## src/rtl/ddr2_boot_pkg.sv

```systemverilog
package ddr2_boot_pkg;

  localparam int ADDR_W = 13;

  typedef enum logic [3:0] {
    STEP_PREA0, STEP_EXT2, STEP_EXT3, STEP_EXT1, STEP_MAIN_RST, STEP_PREA1,
    STEP_REF0, STEP_REF1, STEP_MAIN_RUN, STEP_CAL_DFLT, STEP_CAL_EXIT
  } step_e;

  localparam step_e STEP_LAST = STEP_CAL_EXIT;

  typedef enum logic [2:0] {
    PH_IDLE, PH_PWR, PH_CKE, PH_CMD, PH_GAP, PH_FINAL, PH_READY
  } phase_e;

  typedef enum logic [1:0] {CMD_NOP, CMD_PREA, CMD_REF, CMD_MRS} cmd_e;

  typedef struct packed {
    logic cs_n;
    logic ras_n;
    logic cas_n;
    logic we_n;
  } pins_t;

  function automatic pins_t cmd_pins(cmd_e c);
    pins_t p;
    case (c)
      CMD_PREA: p = '{cs_n: 1'b0, ras_n: 1'b0, cas_n: 1'b1, we_n: 1'b0};
      CMD_REF:  p = '{cs_n: 1'b0, ras_n: 1'b0, cas_n: 1'b0, we_n: 1'b1};
      CMD_MRS:  p = '{cs_n: 1'b0, ras_n: 1'b0, cas_n: 1'b0, we_n: 1'b0};
      default:  p = '{cs_n: 1'b0, ras_n: 1'b1, cas_n: 1'b1, we_n: 1'b1};
    endcase
    return p;
  endfunction

endpackage

```

## src/rtl/ddr2_boot_timer.sv

```systemverilog
module ddr2_boot_timer #(
  parameter int CW = 8
) (
  input  logic          clk,
  input  logic          rst_n,
  input  logic          load,
  input  logic [CW-1:0] load_val,
  output logic          expired
);
  logic [CW-1:0] remain;

  always_ff @(posedge clk) begin
    if (!rst_n)                remain <= '0;
    else if (load)             remain <= load_val;
    else if (remain != '0)     remain <= remain - 1'b1;
  end

  assign expired = (remain == '0);
endmodule

```

## src/rtl/ddr2_boot_words.sv

```systemverilog
module ddr2_boot_words
  import ddr2_boot_pkg::*;
(
  input  step_e             step,
  input  logic              cfg_burst8,
  input  logic              cfg_interleave,
  input  logic [2:0]        cfg_cas_lat,
  input  logic [2:0]        cfg_write_rec,
  input  logic [2:0]        cfg_add_lat,
  input  logic              cfg_drive_reduced,
  input  logic [1:0]        cfg_odt_sel,
  input  logic              cfg_dll_off,
  output cmd_e              cmd,
  output logic [1:0]        sel,
  output logic [ADDR_W-1:0] word
);
  localparam logic [1:0] SEL_MAIN = 2'd0;
  localparam logic [1:0] SEL_EXT1 = 2'd1;
  localparam logic [1:0] SEL_EXT2 = 2'd2;
  localparam logic [1:0] SEL_EXT3 = 2'd3;

  function automatic logic [ADDR_W-1:0] main_word(logic dll_rst, logic b8, logic il,
                                                  logic [2:0] cl, logic [2:0] wr);
    logic [ADDR_W-1:0] w;
    w        = '0;
    w[2:0]   = b8 ? 3'd3 : 3'd2;
    w[3]     = il;
    w[6:4]   = cl;
    w[7]     = 1'b0;
    w[8]     = dll_rst;
    w[11:9]  = wr - 3'd1;
    return w;
  endfunction

  function automatic logic [ADDR_W-1:0] ext1_word(logic [2:0] cal, logic dll_off,
                                                  logic drv, logic [1:0] odt,
                                                  logic [2:0] al);
    logic [ADDR_W-1:0] w;
    w       = '0;
    w[0]    = dll_off;
    w[1]    = drv;
    w[2]    = odt[0];
    w[5:3]  = al;
    w[6]    = odt[1];
    w[9:7]  = cal;
    return w;
  endfunction

  always_comb begin
    cmd  = CMD_MRS;
    sel  = SEL_MAIN;
    word = '0;
    unique case (step)
      STEP_PREA0, STEP_PREA1: begin
        cmd      = CMD_PREA;
        word[10] = 1'b1;
      end
      STEP_REF0, STEP_REF1: cmd = CMD_REF;
      STEP_EXT2: sel = SEL_EXT2;
      STEP_EXT3: sel = SEL_EXT3;
      STEP_EXT1, STEP_CAL_EXIT: begin
        sel  = SEL_EXT1;
        word = ext1_word(3'b000, cfg_dll_off, cfg_drive_reduced, cfg_odt_sel, cfg_add_lat);
      end
      STEP_CAL_DFLT: begin
        sel  = SEL_EXT1;
        word = ext1_word(3'b111, cfg_dll_off, cfg_drive_reduced, cfg_odt_sel, cfg_add_lat);
      end
      STEP_MAIN_RST:
        word = main_word(1'b1, cfg_burst8, cfg_interleave, cfg_cas_lat, cfg_write_rec);
      STEP_MAIN_RUN:
        word = main_word(1'b0, cfg_burst8, cfg_interleave, cfg_cas_lat, cfg_write_rec);
      default: cmd = CMD_NOP;
    endcase
  end
endmodule

```

## src/rtl/ddr2_boot_seq.sv

```systemverilog
module ddr2_boot_seq
  import ddr2_boot_pkg::*;
#(
  parameter int PWR_WAIT   = 40000,
  parameter int CKE_WAIT   = 80,
  parameter int GAP_WAIT   = 2,
  parameter int RFC_WAIT   = 26,
  parameter int FINAL_WAIT = 200
) (
  input  logic        clk,
  input  logic        rst_n,
  input  logic        start,
  input  logic        cfg_burst8,
  input  logic        cfg_interleave,
  input  logic [2:0]  cfg_cas_lat,
  input  logic [2:0]  cfg_write_rec,
  input  logic [2:0]  cfg_add_lat,
  input  logic        cfg_drive_reduced,
  input  logic [1:0]  cfg_odt_sel,
  input  logic        cfg_dll_off,
  output logic        cke,
  output logic        cs_n,
  output logic        ras_n,
  output logic        cas_n,
  output logic        we_n,
  output logic [1:0]  ba,
  output logic [12:0] addr,
  output logic        ready
);
  localparam int MAX_A  = (PWR_WAIT > CKE_WAIT) ? PWR_WAIT : CKE_WAIT;
  localparam int MAX_B  = (GAP_WAIT > RFC_WAIT) ? GAP_WAIT : RFC_WAIT;
  localparam int MAX_C  = (MAX_A > MAX_B) ? MAX_A : MAX_B;
  localparam int MAX_W  = (MAX_C > FINAL_WAIT) ? MAX_C : FINAL_WAIT;
  localparam int CW     = $clog2(MAX_W + 1);

  localparam logic [CW-1:0] LD_PWR   = CW'(PWR_WAIT - 1);
  localparam logic [CW-1:0] LD_CKE   = CW'(CKE_WAIT - 1);
  localparam logic [CW-1:0] LD_GAP   = CW'(GAP_WAIT - 1);
  localparam logic [CW-1:0] LD_RFC   = CW'(RFC_WAIT - 1);
  localparam logic [CW-1:0] LD_FINAL = CW'(FINAL_WAIT - 1);

  phase_e            phase;
  step_e             step;
  logic              t_load;
  logic [CW-1:0]     t_val;
  logic              t_done;
  cmd_e              w_cmd;
  logic [1:0]        w_sel;
  logic [ADDR_W-1:0] w_word;
  pins_t             pins;
  logic              issuing;
  logic              is_ref;

  ddr2_boot_timer #(.CW(CW)) u_timer (
    .clk      (clk),
    .rst_n    (rst_n),
    .load     (t_load),
    .load_val (t_val),
    .expired  (t_done)
  );

  ddr2_boot_words u_words (
    .step              (step),
    .cfg_burst8        (cfg_burst8),
    .cfg_interleave    (cfg_interleave),
    .cfg_cas_lat       (cfg_cas_lat),
    .cfg_write_rec     (cfg_write_rec),
    .cfg_add_lat       (cfg_add_lat),
    .cfg_drive_reduced (cfg_drive_reduced),
    .cfg_odt_sel       (cfg_odt_sel),
    .cfg_dll_off       (cfg_dll_off),
    .cmd               (w_cmd),
    .sel               (w_sel),
    .word              (w_word)
  );

  assign is_ref = (step == STEP_REF0) || (step == STEP_REF1);

  always_comb begin
    t_load = 1'b0;
    t_val  = '0;
    unique case (phase)
      PH_IDLE: if (start) begin
        t_load = 1'b1;
        t_val  = LD_PWR;
      end
      PH_PWR: if (t_done) begin
        t_load = 1'b1;
        t_val  = LD_CKE;
      end
      PH_CMD: begin
        t_load = 1'b1;
        if (step == STEP_LAST) t_val = LD_FINAL;
        else if (is_ref)       t_val = LD_RFC;
        else                   t_val = LD_GAP;
      end
      default: ;
    endcase
  end

  always_ff @(posedge clk) begin
    if (!rst_n) begin
      phase <= PH_IDLE;
      step  <= STEP_PREA0;
    end else begin
      unique case (phase)
        PH_IDLE:  if (start)  phase <= PH_PWR;
        PH_PWR:   if (t_done) phase <= PH_CKE;
        PH_CKE:   if (t_done) begin
          phase <= PH_CMD;
          step  <= STEP_PREA0;
        end
        PH_CMD:   phase <= (step == STEP_LAST) ? PH_FINAL : PH_GAP;
        PH_GAP:   if (t_done) begin
          phase <= PH_CMD;
          step  <= step_e'(step + 4'd1);
        end
        PH_FINAL: if (t_done) phase <= PH_READY;
        default:  phase <= PH_READY;
      endcase
    end
  end

  assign issuing = (phase == PH_CMD);
  assign pins    = cmd_pins(issuing ? w_cmd : CMD_NOP);
  assign cs_n    = pins.cs_n;
  assign ras_n   = pins.ras_n;
  assign cas_n   = pins.cas_n;
  assign we_n    = pins.we_n;
  assign ba      = issuing ? w_sel  : 2'b00;
  assign addr    = issuing ? w_word : '0;
  assign cke     = (phase != PH_IDLE) && (phase != PH_PWR);
  assign ready   = (phase == PH_READY);
endmodule

```

## config.mk

```make
export PLATFORM = sky130hd
export DESIGN_NAME = ddr2_boot_seq
export DESIGN_NICKNAME = d
export VERILOG_FILES = /design/src/rtl/ddr2_boot_pkg.sv /design/src/rtl/ddr2_boot_timer.sv /design/src/rtl/ddr2_boot_words.sv /design/src/rtl/ddr2_boot_seq.sv
export SDC_FILE = /design/constraint.sdc
export NUM_CORES = 1
export LEC_CHECK = 0
export BUFFER_PORTS_ARGS = -buffer_cell sky130_fd_sc_hd__buf_4
export CAP_MARGIN = 30
export CORE_UTILIZATION = 25
export DETAILED_ROUTE_END_ITERATION = 10
export SLEW_MARGIN = 5
export SYNTH_ARGS = -nofsm -noshare
export SYNTH_HDL_FRONTEND = slang
export SYNTH_SLANG_ARGS = --single-unit
export TNS_END_PERCENT = 100
```

## constraint.sdc

```tcl
create_clock -name clk -period 3.48 [get_ports clk]
set_input_delay 0 -clock clk [delete_from_list [all_inputs] [get_ports clk]]
set_output_delay 0 -clock clk [all_outputs]
set_load 0.01 [all_outputs]
```

==> results.json, run 1 <==
{
  "antenna_found_initial": 0,
  "timing.hold.ws_ns": 0.2793,
  "yosys_warnings": 0,
  "dpl_cell_area_um2": 2102,
  "dieWidth_um": 85.83,
  "viasPerCell": 4.753,
  "gp_congestion": 0.7898,
  "seq_area_um2": 460.4,
  "critPathLaunchType": "register",
  "htree_levels": 1,
  "critPathCaptureType": "output port",
  "fin_area_um2": 2158,
  "dp_cells": 364,
  "synth_seq_cells": 23,
  "min_period_ns": 2.128,
  "post_cts_buffers": 0,
  "p_per_area_nw_per_um2": 389.0,
  "fill_cells": 738,
  "first_global_vias": 1648,
  "p_leak_nw": 0.8452,
  "grt-ovfl-total": 0,
  "wirelength_um": 4452,
  "diodes": 0,
  "outcome": "complete, no violations",
  "core_area_um2": 6794,
  "setup_tns_ns": 0,
  "cts_sinks": 23,
  "clkTransAtPathRegs_ns": 0.08,
  "nets": 300,
  "wl_per_cell_um": 12.07,
  "cp_max_fo": 8,
  "yosysSeqAreaShare_pct": 26.21,
  "cts_buffers": 3,
  "ant_nets": 0,
  "cts_tree": "built",
  "maxSlewViolCount": 0,
  "drive_gt1_share_pct": 18.32,
  "cts.path.max_buffers": 2,
  "cts_root_buf": "clkbuf_8",
  "start_util_pct": 25.86,
  "clk_latency_ns": 0.27,
  "instances_no_fill": 369,
  "vias": 1754,
  "post_cts_resized": 0,
  "async_reset_ff_share_pct": 0,
  "hold_path_class": "in -> reg",
  "die_h_um": 85.83,
  "multi_input_area_um2": 1197,
  "first_pass_iters": 4,
  "finalSetupViolCount": 0,
  "drc_errors": 0,
  "critPathRequiredTime_ns": 3.48,
  "slew_headroom_pct": 56.99,
  "io_buffers": 36,
  "hold_viol_final": 0,
  "dp_hpwl_um": 3399,
  "grt_pass1_wl_um": 7707,
  "drt_iter0_drc": 54,
  "arrival_ns": 2.13,
  "syn_area_um2": 1757,
  "rsz0062_at_grt": "no",
  "fp.dieArea_um2": 7366,
  "syn_avg_cell_area_um2": 7.259,
  "tightest_slew_ns": 0.6437,
  "rows": 30,
  "max-cap-violations": 0,
  "fin_skew_ns": 0.003402,
  "grt_max_degree": 21,
  "cts_hold_buf": 1,
  "io_pins": 39,
  "fin_crit_sh_pct": 61.15,
  "ir_drop_uv": 170.6,
  "synthDistinctLibCells": 46,
  "synth_edf_count": 0,
  "critical_path_class": "reg -> out",
  "gr-usage-all-layers_pct": 12.86,
  "max_freq_ghz": 0.4699,
  "synth_cells": 242,
  "synthFlopType": "dfxtp_1",
  "syn_to_final_growth_pct": 22.86
}
==> critical path, stage by stage, from the launching register on <==
cell and delay (ns):
dfxtp_1 0.37, inv_1 0.14, ha_1 0.26, nor2_1 0.06, a211oi_1 0.34, buf_2 0.26, inv_1 0.06, o221ai_1 0.09
o21ai_0 0.12, buf_4 0.17
==> worst paths after layout <==
path	start	end	slack (ns)	depth (start not counted)
max	step[0]	ras_n	1.35	9
min	start	phase[0]	0.28	4
max reg2reg	u_timer.remain[0]	u_timer.remain[5]	1.35	7
min reg2reg	u_timer.remain[1]	u_timer.remain[1]	0.57	2
==> cell usage after synthesis (3+ instances only) <==
cell	instances	area (um^2)
nor2b_1	3	18.77
xnor2_1	9	78.83
or2_2	4	25.02
nand2b_1	5	31.28
or3_1	3	18.77
nor3_1	3	15.01
clkbuf_1	7	26.28
o21ai_0	13	65.06
nand4_1	3	18.77
nand3_1	6	30.03
ha_1	8	100.1
a21o_1	3	22.52
a21oi_1	29	145.1
dfxtp_1	23	460.4
o21a_1	3	22.52
a211oi_1	5	37.54
nor4_1	4	25.02
xor2_1	6	52.55
nand2_1	24	90.09
a22oi_1	5	37.54
inv_1	13	48.80
nand3b_1	3	22.52
nor2_1	31	116.4
==> area by class of cell <==
cell class | count | share of cell area [%]
Clock buffer | 3 | 1.913
Sequential cell | 23 | 21.33
Tap cell | 96 | 5.565
Timing Repair Buffer | 38 | 13.22
Inverter | 13 | 2.261
Multi-Input combinational cell | 195 | 55.48
Clock inverter | 1 | 0.2319
==> metrics by stage <==
step / utilization, % / worst slack (ns) / power (W)
floorplan: - / 1.694 / 0.0006013
global placement: 30.87 / 1.175 / 0.0006724
detailed placement: 30.94 / 1.337 / 0.0006738
CTS: 31.77 / 1.316 / 0.0008489
global route: 31.77 / 1.055 / 0.0009096
finish: 31.77 / 1.352 / 0.0008395
==> sequential cells by signal, summed over array words and instances, names as in the netlist <==
signal / flops
u_timer.remain: 16
step: 4
phase: 3
==> metal layers <==
metal  wire length, um  track usage [%]  up-vias
li1                  -                -      915
met1              2121            16.70      810
met2              2132            21.60       19
met3                75            1.732       10
met4               121            5.000        0
met5                 0                0        -
==> cell usage in the layout, fill, tap and decap left out, drive strengths merged, types with 3 or more instances in the layout <==
master and n:
a211oi 5, a21o 3, a21oi 29, a22oi 5, buf 37, clkbuf 3
dfxtp 23, ha 8, inv 13, nand2 24, nand2b 5, nand3 6
nand3b 3, nand4 3, nor2 31, nor2b 3, nor3 3, nor4 6
o21a 3, o21ai 14, or2 5, or3 3, xnor2 9, xor2 6
==> report_power, final <==
group	internal [W]	leakage [nW]	switching, W
combinational	0.000146	0.631	0.000174
sequential	0.000299	0.189	0.0000515
clock	0.0000800	0.0255	0.0000891
total	0.000525	0.845	0.000314
==> logic make-up after synthesis <==
kind of cell	Yosys count	share of synthesized area (%)
fa+ha+maj	8	5.698
xor+xnor	15	7.479
other cells	1	0.2135
simple gates	99	29.27
compound gates	71	25.29
flops	23	26.21
buf+inv	25	5.841
Power figures use the tool's default switching activity.
==> run 2: changes to the inputs <==
==> constraint.sdc (replaced) <==
create_clock -name clk -period 2.2 [get_ports clk]
set_input_delay 0 -clock clk [delete_from_list [all_inputs] [get_ports clk]]
set_output_delay 0 -clock clk [all_outputs]
set_load 0.01 [all_outputs]
==> run 2 against run 1 <==
Effect of this change:
- hold slack worse by 0.27 ns
- via count is 1.6% higher
- flip-flop and latch count stayed put
- final cell count is 1.6% higher
- critical path depth is 4 lower
- register-to-register slack worse by 1.2 ns
- core utilization is 0.68 points higher
- combinational power is 64% higher
- non-clock buffer count is 6 higher
- global-route usage is 0.87 points higher
- routed wire length is 5.1% higher
- sequential share of layout area is 0.45 points lower
- critical endpoint is now u_timer.remain[14]
==> results.json, run 2 (synthesized netlist as in run 1, its figures left out) <==
{
  "outcome": "complete, no violations",
  "clk_latency_ns": 0.27,
  "rsz0062_at_grt": "no",
  "htree_levels": 1,
  "diodes": 0,
  "cp_max_fo": 6,
  "maxSlewViolCount": 0,
  "dieWidth_um": 85.83,
  "gp_congestion": 0.7694,
  "tightest_slew_ns": 0.6375,
  "critPathCaptureType": "register",
  "ir_drop_uv": 206.7,
  "rows": 30,
  "clkTransAtPathRegs_ns": 0.09,
  "critical_path_class": "reg -> reg",
  "min_period_ns": 2.010,
  "antenna_found_initial": 0,
  "fp.dieArea_um2": 7366,
  "timing.hold.ws_ns": 0.005924,
  "hold_viol_final": 0,
  "max_freq_ghz": 0.4976,
  "first_pass_iters": 4,
  "gr-usage-all-layers_pct": 13.73,
  "reg_top3": "u_timer.remain (16), step (4), phase (3)",
  "drt_iter0_drc": 99,
  "final_cell_mix": "buf_4 (44), nor2_1 (31), a21oi_1 (29)",
  "setup_tns_ns": 0,
  "cts_root_buf": "clkbuf_8",
  "grt-ovfl-total": 0,
  "slew_headroom_pct": 57.05,
  "cts_sinks": 23,
  "arrival_ns": 2.17,
  "max-cap-violations": 0,
  "critPathLaunchType": "register",
  "top_register": "u_timer.remain",
  "cts_hold_buf": 0,
  "finalSetupViolCount": 0,
  "vias": 1782,
  "dp_hpwl_um": 3616,
  "wl_per_cell_um": 12.48,
  "p_per_area_nw_per_um2": 613.5,
  "drc_errors": 0,
  "wirelength_um": 4679,
  "post_cts_buffers": 0,
  "critPathRequiredTime_ns": 2.36,
  "first_global_vias": 1714,
  "post_cts_resized": 0,
  "largest_reg_flops": 16,
  "hold_path_class": "in -> reg",
  "start_util_pct": 25.86,
  "ant_nets": 0,
  "cts_buffers": 3,
  "viasPerCell": 4.752,
  "cts_tree": "built",
  "layout_commonest_cell": "buf_4",
  "nets": 306,
  "die_h_um": 85.83,
  "grt_max_degree": 16,
  "io_pins": 39,
  "cts.path.max_buffers": 2,
  "fin_skew_ns": 0.007913,
  "p_leak_nw": 0.8762,
  "core_area_um2": 6794,
  "fin_crit_sh_pct": 91.35,
  "drive_gt1_share_pct": 20.79,
  "syn_to_final_growth_pct": 25.50,
  "grt_pass1_wl_um": 8217,
  "io_buffers": 36
}
==> run 2: cell type report <==
| cell class | instances | area (um^2) |
|---|---|---|
| Clock buffer | 3 | 41.29 |
| Clock inverter | 1 | 5.005 |
| Fill cell | 754 | 4589 |
| Inverter | 13 | 48.80 |
| Multi-Input combinational cell | 195 | 1199 |
| Sequential cell | 23 | 460.4 |
| Tap cell | 96 | 120.1 |
| Timing Repair Buffer | 44 | 330.3 |
==> run 2: power by group <==
| part | internal, W | switching (W) | total [W] |
|---|---|---|---|
| clock network | 0.000127 | 0.000145 | 0.000272 |
| registers | 0.000473 | 0.0000823 | 0.000555 |
| logic | 0.000245 | 0.000281 | 0.000526 |
| total | 0.000844 | 0.000508 | 0.00135 |
==> run 2: metrics by stage <==
stage | util, % | cell area [um^2] | power (W) | setup WS, ns | std cells
final | 32.45 | 2205 | 0.001353 | 0.1904 | 375
after global routing | 32.45 | 2205 | 0.001461 | 0.001859 | 375
after CTS | 32.43 | 2203 | 0.001360 | 0.1835 | 375
after detailed placement | 31.75 | 2157 | 0.001086 | 0.2035 | 371
after global placement | 31.75 | 2157 | 0.001078 | 0.2452 | 371
after floorplan | - | 1760 | 0.0009511 | 0.4136 | 243
==> run 2: worst max-delay path: stages (launching register included) <==
cell and delay, ns:
dfxtp_1 0.37, nor4_4 0.41, nand3b_1 0.18, or4_1 0.56
o21ai_1 0.29, nor2_1 0.09
==> run 2: worst paths after layout <==
kind	startpoint	to	slack, ns	depth (start not counted)
max	u_timer.remain[6]	u_timer.remain[14]	0.19	5
min	rst_n	step[2]	0.006	2
max reg2reg	u_timer.remain[6]	u_timer.remain[14]	0.19	5
min reg2reg	u_timer.remain[13]	u_timer.remain[13]	0.58	2
==> run 2: metal layers <==
layer  up-vias  routed length (um)  global-route usage, %
met5         -                   0                      0
met2        25                2286                  23.35
li1        921                   -                      -
met4         0                  51                  3.333
met3         4                 111                  1.829
met1       832                2230                  18.41
==> run 3: changes to the inputs <==
--- a/config.mk
+++ b/config.mk
@@ -7,8 +7,9 @@
 export LEC_CHECK = 0
 export BUFFER_PORTS_ARGS = -buffer_cell sky130_fd_sc_hd__buf_4
 export CAP_MARGIN = 30
-export CORE_UTILIZATION = 25
+export CORE_UTILIZATION = 54
 export DETAILED_ROUTE_END_ITERATION = 10
+export PLACE_DENSITY = 0.8
 export SLEW_MARGIN = 5
 export SYNTH_ARGS = -nofsm -noshare
 export SYNTH_HDL_FRONTEND = slang
==> constraint.sdc (replaced) <==
create_clock -name clk -period 2.2 [get_ports clk]
set_input_delay 0.22 -clock clk [delete_from_list [all_inputs] [get_ports clk]]
set_output_delay 0.22 -clock clk [all_outputs]
set_load 0.01 [all_outputs]
==> run 3 against run 2 <==
Effect of this change:
- sequential power is 0.7% lower
- sequential share of layout area grew 0.49 points
- via count increased by 7.0%
- final cell count down 13%
- power decreased by 1.8%
- core utilization grew 39 points
- critical path type is now reg -> out
- largest cell class unchanged
==> results.json, run 3 (synthesized netlist as in run 1, its figures left out) <==
{
  "antenna_found_initial": 0,
  "seq_area_um2": 470.5,
  "dpl_cell_area_um2": 2107,
  "cts_tree": "built",
  "dieWidth_um": 59.04,
  "critPathCaptureType": "output port",
  "io_pins": 39,
  "setup_tns_ns": 0,
  "critical_path_class": "reg -> out",
  "fill_cells": 258,
  "hold_viol_final": 0,
  "drc_errors": 0,
  "grt_max_degree": 14,
  "arrival_ns": 1.87,
  "ir_drop_uv": 356.5,
  "fin_crit_sh_pct": 94.88,
  "reg_top3": "u_timer.remain (16), step (4), phase (3)",
  "clkTransAtPathRegs_ns": 0.13,
  "start_util_pct": 57.07,
  "first_pass_iters": 5,
  "outcome": "complete, no violations",
  "cts_root_buf": "clkbuf_4",
  "drt_iter0_drc": 124,
  "fin_area_um2": 2201,
  "critPathLaunchType": "register",
  "cp_max_fo": 8,
  "wl_per_cell_um": 14.32,
  "cts_buffers": 3,
  "gr-usage-all-layers_pct": 27.78,
  "grt_pass1_wl_um": 7514,
  "rsz0062_at_grt": "no",
  "finalPower_w": 0.001328,
  "rows": 20,
  "timing.hold.ws_ns": 0.1479,
  "maxSlewViolCount": 0,
  "syn_to_final_growth_pct": 25.28,
  "cts_sinks": 23,
  "diodes": 0,
  "grt-ovfl-total": 0,
  "top_register": "u_timer.remain",
  "drive_gt1_share_pct": 25.80,
  "core_area_um2": 3078,
  "max-cap-violations": 0,
  "max_freq_ghz": 0.4791,
  "p_leak_nw": 0.8982,
  "die_h_um": 59.04,
  "finalSetupViolCount": 0,
  "gp_congestion": 0.8631,
  "postLayoutCoreUtil_pct": 71.50,
  "multi_input_area_um2": 1241,
  "min_period_ns": 2.087,
  "first_global_vias": 1711,
  "fp.dieArea_um2": 3485,
  "layout_commonest_cell": "buf_4",
  "final_cell_mix": "buf_4 (47), nor2_1 (30), a21oi_1 (29)",
  "slew_headroom_pct": 60.19,
  "io_buffers": 36,
  "vias": 1907,
  "p_per_area_nw_per_um2": 603.3,
  "clk_latency_ns": 0.33,
  "viasPerCell": 5.832,
  "fin_skew_ns": 0.008360,
  "ant_nets": 0,
  "largest_reg_flops": 16,
  "htree_levels": 1,
  "cts_hold_buf": 0,
  "nets": 310,
  "tightest_slew_ns": 0.5910,
  "dp_hpwl_um": 3417,
  "hold_path_class": "in -> reg",
  "cts.path.max_buffers": 2,
  "critPathRequiredTime_ns": 1.98,
  "wirelength_um": 4684
}
## run 3: cell types whose count changed in the layout (fill, tap and decap cells not counted), moves of 3 or more
cell,previous run,this run
clkbuf_4,0,3
clkbuf_8,3,0
dfxtp_1,23,19
buf_4,44,47
## run 3: final timing paths
path | start | endpoint | slack, ns | cells after the start
worst max-delay path | step[1] | addr[9] | 0.11 | 6
worst min-delay path | rst_n | step[0] | 0.15 | 2
worst max register to register | u_timer.remain[6] | u_timer.remain[2] | 0.14 | 5
worst min register to register | step[1] | step[1] | 0.58 | 2
## run 3: per-stage QoR
| step | setup slack [ns] | instances |
|---|---|---|
| 2_1_floorplan | 0.2305 | 243 |
| 3_3_place_gp | 0.09804 | 321 |
| 3_5_place_dp | 0.1058 | 321 |
| 4_1_cts | 0.002097 | 325 |
| 5_1_grt | 0.01184 | 327 |
| 6_report | 0.1127 | 327 |
## run 3: timing repair
item / CTS / global route
cloned: 0 / 1
setup endpoints to repair: 1 / 35
pin swaps: 0 / 2
setup buffers: 0 / 1
gates resized for setup: 2 / 16
hold endpoints to repair: 0 / 0
## run 3: metal layers
metal	up-vias	GRT usage (%)	share of wire, %
met5	-	0	0
met4	0	8.844	0.90
met3	5	3.057	6.1
met2	74	44.81	49
met1	889	38.78	44
li1	939	-	-
## run 3: critical path, cell delays in order (launching register included)
cell,delay (ns)
dfxtp_4,0.40
inv_1,0.11
ha_1,0.30
o21a_1,0.36
nand2_1,0.09
a21oi_1,0.15
buf_4,0.14
## run 3: where the power goes
group	leakage (nW)	internal (W)	switching, W
sequential	0.192	0.000473	0.0000782
combinational	0.689	0.000257	0.000309
clock	0.0177	0.0000684	0.000143
total	0.898	0.000798	0.000530
## run 3: cell type report
class / instances / share of cell area [%]
multi-input combinational: 195 / 56.40
sequential: 23 / 21.38
timing repair buffer: 48 / 16.26
tap: 44 / 2.501
inverter: 13 / 2.217
clock buffer: 3 / 1.023
clock inverter: 1 / 0.2274
